--- config.mk ---
export PLATFORM = sky130hd
export DESIGN_NAME = txhand_ctrl
export DESIGN_NICKNAME = d
export VERILOG_FILES = /design/src/rtl/txh_pkg.sv /design/src/rtl/txh_blkbuf.sv /design/src/rtl/txh_seq.sv /design/src/rtl/txh_regs.sv /design/src/rtl/txhand_ctrl.sv
export SDC_FILE = /design/constraint.sdc
export NUM_CORES = 1
export LEC_CHECK = 0
export CAP_MARGIN = 20
export CORE_MARGIN = 3
export CORE_UTILIZATION = 45
export CTS_CLUSTER_SIZE = 25
export DETAILED_ROUTE_END_ITERATION = 6
export PLACE_DENSITY = 0.75
export SYNTH_ARGS = -nofsm -noshare
export SYNTH_HDL_FRONTEND = slang
export SYNTH_SLANG_ARGS = --single-unit
--- constraint.sdc ---
create_clock -name clk -period 3.4 [get_ports clk]
set_clock_uncertainty 0.15 [all_clocks]
set_input_delay 0.51 -clock clk [delete_from_list [all_inputs] [get_ports clk]]
set_output_delay 0.51 -clock clk [all_outputs]
set_load 0.005 [all_outputs]
--- src/rtl/txh_pkg.sv ---
// Shared constants and types for the transmit task handoff controller.
// Assumes a byte-wide host bus with a two-bit address.
package txh_pkg;
    localparam logic [1:0] ADR_DATA = 2'd0;
    localparam logic [1:0] ADR_CMD  = 2'd1;
    localparam logic [1:0] ADR_STAT = 2'd2;
    localparam logic [1:0] ADR_MODE = 2'd3;

    localparam logic [2:0] TASK_NULL  = 3'b000;
    localparam logic [2:0] TASK_RESET = 3'b111;

    typedef enum logic [1:0] {
        SQ_IDLE = 2'd0,
        SQ_WAIT = 2'd1,
        SQ_MOVE = 2'd2
    } seq_state_t;
endpackage

--- src/rtl/txh_blkbuf.sv ---
// Block buffer: holds up to DEPTH host bytes in write order and exposes one
// read port indexed by the sequencer. Assumes DEPTH is a power of two.
module txh_blkbuf #(
    parameter int DEPTH = 8,
    localparam int CNT_W = $clog2(DEPTH + 1),
    localparam int PTR_W = $clog2(DEPTH)
) (
    input  logic             clk,
    input  logic             rst_n,
    input  logic             wr_en,
    input  logic [7:0]       wr_byte,
    input  logic             clear,
    input  logic [PTR_W-1:0] rd_ptr,
    output logic [CNT_W-1:0] count,
    output logic [7:0]       rd_byte
);
    logic [7:0] slot [DEPTH];
    logic       room_left;

    assign room_left = (count < CNT_W'(DEPTH));

    // Fill level: grows on accepted writes, drops to zero on clear.
    always_ff @(posedge clk) begin
        if (!rst_n) begin
            count <= '0;
        end else if (clear) begin
            count <= '0;
        end else if (wr_en && room_left) begin
            count <= count + CNT_W'(1);
        end
    end

    for (genvar g = 0; g < DEPTH; g++) begin : g_slot
        // Each slot captures the byte written while it is the next free one.
        always_ff @(posedge clk) begin
            if (!rst_n) begin
                slot[g] <= 8'h00;
            end else if (wr_en && !clear && count == CNT_W'(g)) begin
                slot[g] <= wr_byte;
            end
        end
    end

    assign rd_byte = slot[rd_ptr];
endmodule

--- src/rtl/txh_seq.sv ---
// Transfer sequencer: after a start, waits for room for the whole block, then
// pushes one byte per cycle and signals done. Abort returns it to idle.
module txh_seq
    import txh_pkg::*;
#(
    parameter int DEPTH  = 8,
    parameter int ROOM_W = 5,
    localparam int CNT_W = $clog2(DEPTH + 1),
    localparam int PTR_W = $clog2(DEPTH),
    localparam int CMP_W = (ROOM_W > CNT_W) ? ROOM_W : CNT_W
) (
    input  logic              clk,
    input  logic              rst_n,
    input  logic              start,
    input  logic              abort,
    input  logic [CNT_W-1:0]  count,
    input  logic [ROOM_W-1:0] room,
    output logic              push,
    output logic [PTR_W-1:0]  rd_ptr,
    output logic              done
);
    seq_state_t st;
    logic       fits;
    logic       empty_blk;
    logic       last;

    assign fits      = CMP_W'(room) >= CMP_W'(count);
    assign empty_blk = (count == '0);
    assign last      = (CNT_W'(rd_ptr) == count - CNT_W'(1));

    // Push and completion outputs derived from the current state.
    always_comb begin
        push = (st == SQ_MOVE) && !abort;
        done = !abort && (((st == SQ_WAIT) && empty_blk) ||
                          ((st == SQ_MOVE) && last));
    end

    // State and read pointer update.
    always_ff @(posedge clk) begin
        if (!rst_n) begin
            st     <= SQ_IDLE;
            rd_ptr <= '0;
        end else if (abort) begin
            st     <= SQ_IDLE;
            rd_ptr <= '0;
        end else begin
            unique case (st)
                SQ_IDLE: if (start) st <= SQ_WAIT;
                SQ_WAIT: begin
                    if (empty_blk) begin
                        st <= SQ_IDLE;
                    end else if (fits) begin
                        st     <= SQ_MOVE;
                        rd_ptr <= '0;
                    end
                end
                SQ_MOVE: begin
                    if (last) begin
                        st     <= SQ_IDLE;
                        rd_ptr <= '0;
                    end else begin
                        rd_ptr <= rd_ptr + PTR_W'(1);
                    end
                end
                default: st <= SQ_IDLE;
            endcase
        end
    end
endmodule

--- src/rtl/txh_regs.sv ---
// Host registers: decodes bus accesses, holds buffer-free, interrupt, error,
// mode and checksum-select state, and returns registered read data.
// Assumes host_wr and host_rd are never high together.
module txh_regs
    import txh_pkg::*;
(
    input  logic       clk,
    input  logic       rst_n,
    input  logic       host_wr,
    input  logic       host_rd,
    input  logic [1:0] host_addr,
    input  logic [7:0] host_wdata,
    input  logic       done,
    output logic       start_tx,
    output logic       soft_rst,
    output logic       buf_wr,
    output logic       bfree,
    output logic       irq,
    output logic       err,
    output logic       irq_en,
    output logic       crc_zero,
    output logic [7:0] host_rdata
);
    logic       wr_cmd;
    logic       is_tx;
    logic       data_acc;
    logic       bad;
    logic       stat_rd;
    logic [7:0] last_cmd;

    // Bus decode into task requests and buffer writes.
    always_comb begin
        wr_cmd   = host_wr && (host_addr == ADR_CMD);
        soft_rst = wr_cmd && (host_wdata[2:0] == TASK_RESET);
        is_tx    = wr_cmd && (host_wdata[2:0] != TASK_NULL) &&
                   (host_wdata[2:0] != TASK_RESET);
        data_acc = (host_wr || host_rd) && (host_addr == ADR_DATA);
        start_tx = is_tx && bfree;
        buf_wr   = host_wr && (host_addr == ADR_DATA) && bfree;
        bad      = (is_tx || data_acc) && !bfree;
        stat_rd  = host_rd && (host_addr == ADR_STAT);
    end

    // Buffer-free flag: cleared by an accepted task, set by done or reset task.
    always_ff @(posedge clk) begin
        if (!rst_n)        bfree <= 1'b1;
        else if (soft_rst) bfree <= 1'b1;
        else if (start_tx) bfree <= 1'b0;
        else if (done)     bfree <= 1'b1;
    end

    // Interrupt flag: set on done, cleared by a status read or a reset task.
    always_ff @(posedge clk) begin
        if (!rst_n)        irq <= 1'b0;
        else if (soft_rst) irq <= 1'b0;
        else if (done)     irq <= 1'b1;
        else if (stat_rd)  irq <= 1'b0;
    end

    // Sticky error flag for accesses made while the buffer is busy.
    always_ff @(posedge clk) begin
        if (!rst_n)   err <= 1'b0;
        else if (bad) err <= 1'b1;
    end

    // Mode, checksum select and command echo registers.
    always_ff @(posedge clk) begin
        if (!rst_n) begin
            irq_en   <= 1'b0;
            crc_zero <= 1'b0;
            last_cmd <= 8'h00;
        end else begin
            if (host_wr && host_addr == ADR_MODE) irq_en <= host_wdata[0];
            if (start_tx) crc_zero <= host_wdata[5];
            if (wr_cmd)   last_cmd <= host_wdata;
        end
    end

    // Registered read data, valid one cycle after the read strobe.
    always_ff @(posedge clk) begin
        if (!rst_n) begin
            host_rdata <= 8'h00;
        end else if (host_rd) begin
            unique case (host_addr)
                ADR_STAT: host_rdata <= {5'b0, err, irq, bfree};
                ADR_MODE: host_rdata <= {7'b0, irq_en};
                ADR_CMD:  host_rdata <= last_cmd;
                default:  host_rdata <= 8'h00;
            endcase
        end
    end
endmodule

--- src/rtl/txhand_ctrl.sv ---
// Top level of the transmit task handoff controller: joins the register
// file, block buffer and transfer sequencer, and drives the interrupt pin.
// Assumes fifo_room is a registered free-space count from the interleave FIFO.
module txhand_ctrl #(
    parameter int DEPTH  = 8,
    parameter int ROOM_W = 5
) (
    input  logic              clk,
    input  logic              rst_n,
    input  logic              host_wr,
    input  logic              host_rd,
    input  logic [1:0]        host_addr,
    input  logic [7:0]        host_wdata,
    output logic [7:0]        host_rdata,
    input  logic [ROOM_W-1:0] fifo_room,
    output logic              push_vld,
    output logic [7:0]        push_byte,
    output logic              crc_zero,
    output logic              irq_n
);
    localparam int CNT_W = $clog2(DEPTH + 1);
    localparam int PTR_W = $clog2(DEPTH);

    logic             start_tx;
    logic             soft_rst;
    logic             buf_wr;
    logic             bfree;
    logic             irq;
    logic             err;
    logic             irq_en;
    logic             done;
    logic [CNT_W-1:0] count;
    logic [PTR_W-1:0] rd_ptr;

    txh_regs u_regs (
        .clk       (clk),
        .rst_n     (rst_n),
        .host_wr   (host_wr),
        .host_rd   (host_rd),
        .host_addr (host_addr),
        .host_wdata(host_wdata),
        .done      (done),
        .start_tx  (start_tx),
        .soft_rst  (soft_rst),
        .buf_wr    (buf_wr),
        .bfree     (bfree),
        .irq       (irq),
        .err       (err),
        .irq_en    (irq_en),
        .crc_zero  (crc_zero),
        .host_rdata(host_rdata)
    );

    txh_blkbuf #(.DEPTH(DEPTH)) u_buf (
        .clk    (clk),
        .rst_n  (rst_n),
        .wr_en  (buf_wr),
        .wr_byte(host_wdata),
        .clear  (done || soft_rst),
        .rd_ptr (rd_ptr),
        .count  (count),
        .rd_byte(push_byte)
    );

    txh_seq #(.DEPTH(DEPTH), .ROOM_W(ROOM_W)) u_seq (
        .clk   (clk),
        .rst_n (rst_n),
        .start (start_tx),
        .abort (soft_rst),
        .count (count),
        .room  (fifo_room),
        .push  (push_vld),
        .rd_ptr(rd_ptr),
        .done  (done)
    );

    // Active-low interrupt: pending flag gated by the enable bit.
    assign irq_n = !(irq && irq_en);
endmodule

* Yosys cells after proc, flatten, opt, wreduce, memory -nomap -nowiden
Memories as Yosys holds them, arrays and structs flattened. A register that Yosys moved wholly into a read port is not among the register bits.
Index checks and enable logic that the tools add are counted.
Widths: inputs -> output; s select.
** Storage, ports and cells
- Register bits after elaboration :: 30
- Bits in latches :: 0
- RAM bits :: 64
- ROM bits :: 0
- Output and inout bits :: 19
- Memories :: 1
** Memories
- u_buf.slot :: words 8, width 8, rd ports 1, clocked after memory_dff 1, wr ports 8, line txh_blkbuf.sv:17 : logic [7:0] slot [DEPTH];
** Operators by class
- Add/sub/neg operators :: 3
- $mul :: 0
- Div/mod/pow operators :: 0
- $lt $le $gt $ge :: 2
- Equal/unequal tests :: 20
- Shifts and indexed selects :: 0
- Muxes and demuxes :: 49
- Bitwise operators :: 9
- Reductions and logical operators :: 45
** Operators with widths (count)
- $mux 8 :: 8
- $mux 1 :: 29
- $logic_and 1x1->1 :: 26
- $pmux 8 s3 :: 1
- $eq 4x3->1 const B :: 4
- $mux 3 :: 5
- $eq 4x2->1 const B :: 2
- $mux 2 :: 4
- $or 1x1->1 :: 8
- $eq 2x2->1 const B :: 3
- $pmux 2 s3 :: 1
- $pmux 3 s2 :: 1
- $reduce_and 3->1 :: 2
- $reduce_bool 2->1 :: 3
- $ge 5x4->1 :: 1
- $add 4x1->4 const B :: 1
- $eq 2x1->1 const B :: 2
- $eq 3x4->1 :: 1
- $eq 4x1->1 const B :: 1
- $logic_not 1->1 :: 4
- $logic_not 2->1 :: 2
- $logic_not 4->1 :: 1
- $logic_or 1x1->1 :: 4
- $lt 4x4->1 const B :: 1
- 10 further kinds :: 13

* Logic depth before layout (Yosys ltp)
- Word-level depth :: 13
- Mapped depth :: 9
- Mapped depth without buffers :: 7

* Cells and area by module
From an unflattened synthesis, not the netlist that was laid out.
** Second synthesis, totals
- Cells, all modules :: 380
- Area, all modules :: 4733.3 µm²
** Modules (own cells, without submodules)
- txh_blkbuf :: times used 1, cells an instance 208, area an instance 3233.1 µm²
- txh_regs :: times used 1, cells an instance 101, area an instance 903.4 µm²
- txh_seq :: times used 1, cells an instance 69, area an instance 586.8 µm²
- txhand_ctrl :: times used 1, cells an instance 2, area an instance 10.0 µm²

* Worst setup path before layout
OpenSTA, ideal clock, no wires.
- Path kind :: reg2reg
- From :: reg u_buf.count[0]
- To :: mem u_buf.slot[5][0] (enable)
- Setup time :: 0.384 ns
- Arrival time :: 2.380 ns
- Required time :: 2.866 ns
- Slack :: 0.486 ns
- Cell stages (with the launch flop) :: 8
- Buffers on the path :: 0
- Period minus slack after synthesis :: 2.914 ns
- Cells stage by stage :: dfxtp_1 -> inv_1 -> ha_1 -> xor2_1 -> nand3_1 -> nor3b_4 -> or3b_2 -> o21ai_0
** RTL lines
- start: declaration :: line txh_blkbuf.sv:14 : output logic [CNT_W-1:0] count,
- start signal: assignment :: line txh_blkbuf.sv:29 : count <= count + CNT_W'(1);
- end: declaration :: line txh_blkbuf.sv:17

==> impl_metrics.toml <==
[global_routing]
grt_usage_pct = 19.11
antenna_found_initial = 0
grt_pass1_wl_mm = 16.86
grt_pass1_vias = 3253
grt_max_degree = 33
overflow = 0

[setup_path]
worst_setup_path_end_kind = "output port"
worst_r2r_path_depth = 8
critPathArrivalTime_ns = 2.35
crit_fanout = 16
cp.required_ns = 2.74
cp-start-kind = "flip-flop"
path_class = "reg2out"

[clocking]
clk_pin_slew_ns = 0.09
clk-insertion-delay-late_ns = 0.37
cts_max_level = 3
postCtsHoldBufs = 0
post_cts_buffers = 0
cts.sinks = 97
clockBufferDepth = 2
cts_buffers = 9
ctsResizeCount = 0
clockRootBuffer = "clkbuf_8"
cts_tree = "done"

[timing]
worst_pin_slew_ns = 0.6883
setup_slack_ns = 0.3863
timing.fmax_mhz = 331.8
setup_viol = 0
post-route-period-util_pct = 88.64
report.final.slew_viol_count = 0
hold_violations = 0
maxSlewHeadroom_pct = 53.63
period_needed_ns = 3.014
tns_ns = 0
rsz0062_at_grt = "false"

[power_and_ir_drop]
pwr-share-clk_pct = 34.6
switching_share_pct = 24.15
switching_power_mw = 0.5501
p_leak_nw = 2.120
power.total_mw = 2.278
seqPwrFrac_pct = 57.3
p_int_mw = 1.728
power_density_mw_per_mm2 = 424.6
p_comb_share_pct = 8.2
vdd_drop_max_mv = 0.2380

[synth]
yosys_warnings = 0
synth_edf_count = 64
synth-seq-cells = 97
synth.distinct_cells = 50
synthFlopType = "edfxtp_1"
synthCells = 387
async_flop_share_pct = 0
seq_area_frac_synth_pct = 55.48
synth_area_mm2 = 0.004654
syn_nets = 419
avgSynthCellArea_um2 = 12.03

[routing]
wl_per_cell_um = 18.22
wl_mm = 10.24
drtPass1Iterations = 5
ant_nets = 0
drt_iter0_markers = 194
vias = 3106
viasPerCell = 5.527
drc = 0

[floorplanning]
num_rows = 36
initial_core_util_pct = 46.97
die-area_mm2 = 0.01160
core_area_mm2 = 0.009910
die_x_um = 107.7
die_h_um = 107.7
ios = 38

[layout]
nets = 456
drive_gt1_share_pct = 12.59
final_cell_mix = "edfxtp_1, nor2_1, clkdlybuf4s50_1"
antenna_cells = 0
final_cells = 562
areaGrowthSynthToFinish_pct = 15.27
layout_commonest_cell = "edfxtp_1"
fill_cells = 863

[placement]
io_buffers = 37
pre_cts_ws_ns = 0.5571
gp_congestion = 0.8219
hpwl_mm = 7.171
dpl.cell_count = 546

[min_path]
hold_path_class = "reg2reg"
hold_path_depth = 2

[run_status]
status = "finished, final reports clean"

[job]
drv_cap = 0
per-layer routing:
metal,GRT usage [%],up-vias,part of all wire (%)
met5,0,-,0
met4,3.697,0,1.0
met3,4.499,7,6.0
met2,32.82,109,50
met1,24.84,1499,43
li1,-,1491,-
path summary, 6_finish.rpt:
path,to,startpoint,slack (ns)
worst max-delay path,push_byte[2],flip-flop,0.39
worst min-delay path,u_regs.last_cmd[0],u_regs.last_cmd[0],0.33
worst max register to register,u_buf.slot[0][0],u_buf.count[0],0.56
worst min register to register,u_regs.last_cmd[0],u_regs.last_cmd[0],0.33
layout make-up:
class                   count  area [um^2]  share of cell area (%)
inverters                  14        52.55                  0.9795
well taps                 133        166.4                   3.102
flip-flops and latches     97         2582                   48.13
clock inverters             7        83.83                   1.562
multi-input cells         254         1903                   35.47
clock buffers               9        123.9                   2.309
repair buffers             48        452.9                   8.442
cells in the mapped netlist, types with 2 or more instances:
cell type	n	area share, %
a21bo_1	4	0.86
a21boi_0	11	1.8
a21oi_1	7	0.75
a22oi_1	4	0.65
a31oi_1	2	0.27
and2_1	4	0.54
and3_1	33	4.4
buf_1	2	0.16
buf_2	3	0.32
buf_6	4	0.97
clkbuf_1	13	1.0
dfxtp_1	33	14
edfxtp_1	64	41
ha_1	13	3.5
inv_1	13	1.0
mux2_2	8	1.9
mux2i_1	4	0.86
mux4_2	16	7.7
nand2_1	32	2.6
nand2b_1	5	0.67
nand3_1	13	1.4
nand3b_1	4	0.65
nor2_1	37	3.0
nor2b_1	7	0.94
nor3_1	7	0.75
nor4_1	2	0.27
o211a_1	3	0.65
o211ai_1	3	0.48
o21a_1	4	0.65
o21ai_0	9	0.97
or3_1	2	0.27
xnor2_1	3	0.56
kinds of logic (layout without fill, tap and decap cells):
group	Yosys count	count (layout)	synth area share [%]
simple gates	155	155	17.50
flops	97	97	55.48
compound gates	53	53	8.118
buf+inv	36	78	3.629
mux	28	28	10.54
fa+ha+maj	13	13	3.495
xor+xnor	5	5	1.237
stage by stage:
step           hold slack (ns)  cell area (um^2)  util (%)
6_report                0.3253              5365     54.14
5_1_grt                 0.3600              5365     54.14
4_1_cts                 0.3247              5365     54.14
3_5_place_dp            0.3111              5157     52.05
3_3_place_gp            0.3051              5157     52.05
2_1_floorplan           0.2915              4654         -
power groups by stage:
stage | logic (mW) | clock network (mW) | registers, mW
2_1_floorplan | 0.105 | 0 | 1.33
3_3_place_gp | 0.180 | 0 | 1.33
3_5_place_dp | 0.185 | 0 | 1.33
4_1_cts | 0.186 | 0.805 | 1.30
5_1_grt | 0.204 | 0.860 | 1.31
6_report | 0.186 | 0.788 | 1.30
worst max-delay path: stages, from the launching register on:
cell	delay, ns
dfxtp_1	0.32
buf_4	0.31
mux4_2	0.58
mux2_2	0.31
clkdlybuf4s50_1	0.46
flip-flops by register name (all words and copies together), names as in the netlist, named ones only:
name / cells
u_buf.slot: 64
u_seq.st: 2
u_buf.count: 4
u_regs.bfree: 1
u_seq.rd_ptr: 3
u_regs.irq: 1
u_regs.irq_en: 1
u_regs.crc_zero: 1
u_regs.err: 1
u_regs.last_cmd: 8
u_regs.host_rdata: 8
No activity file was read; power rests on OpenSTA's default activity.
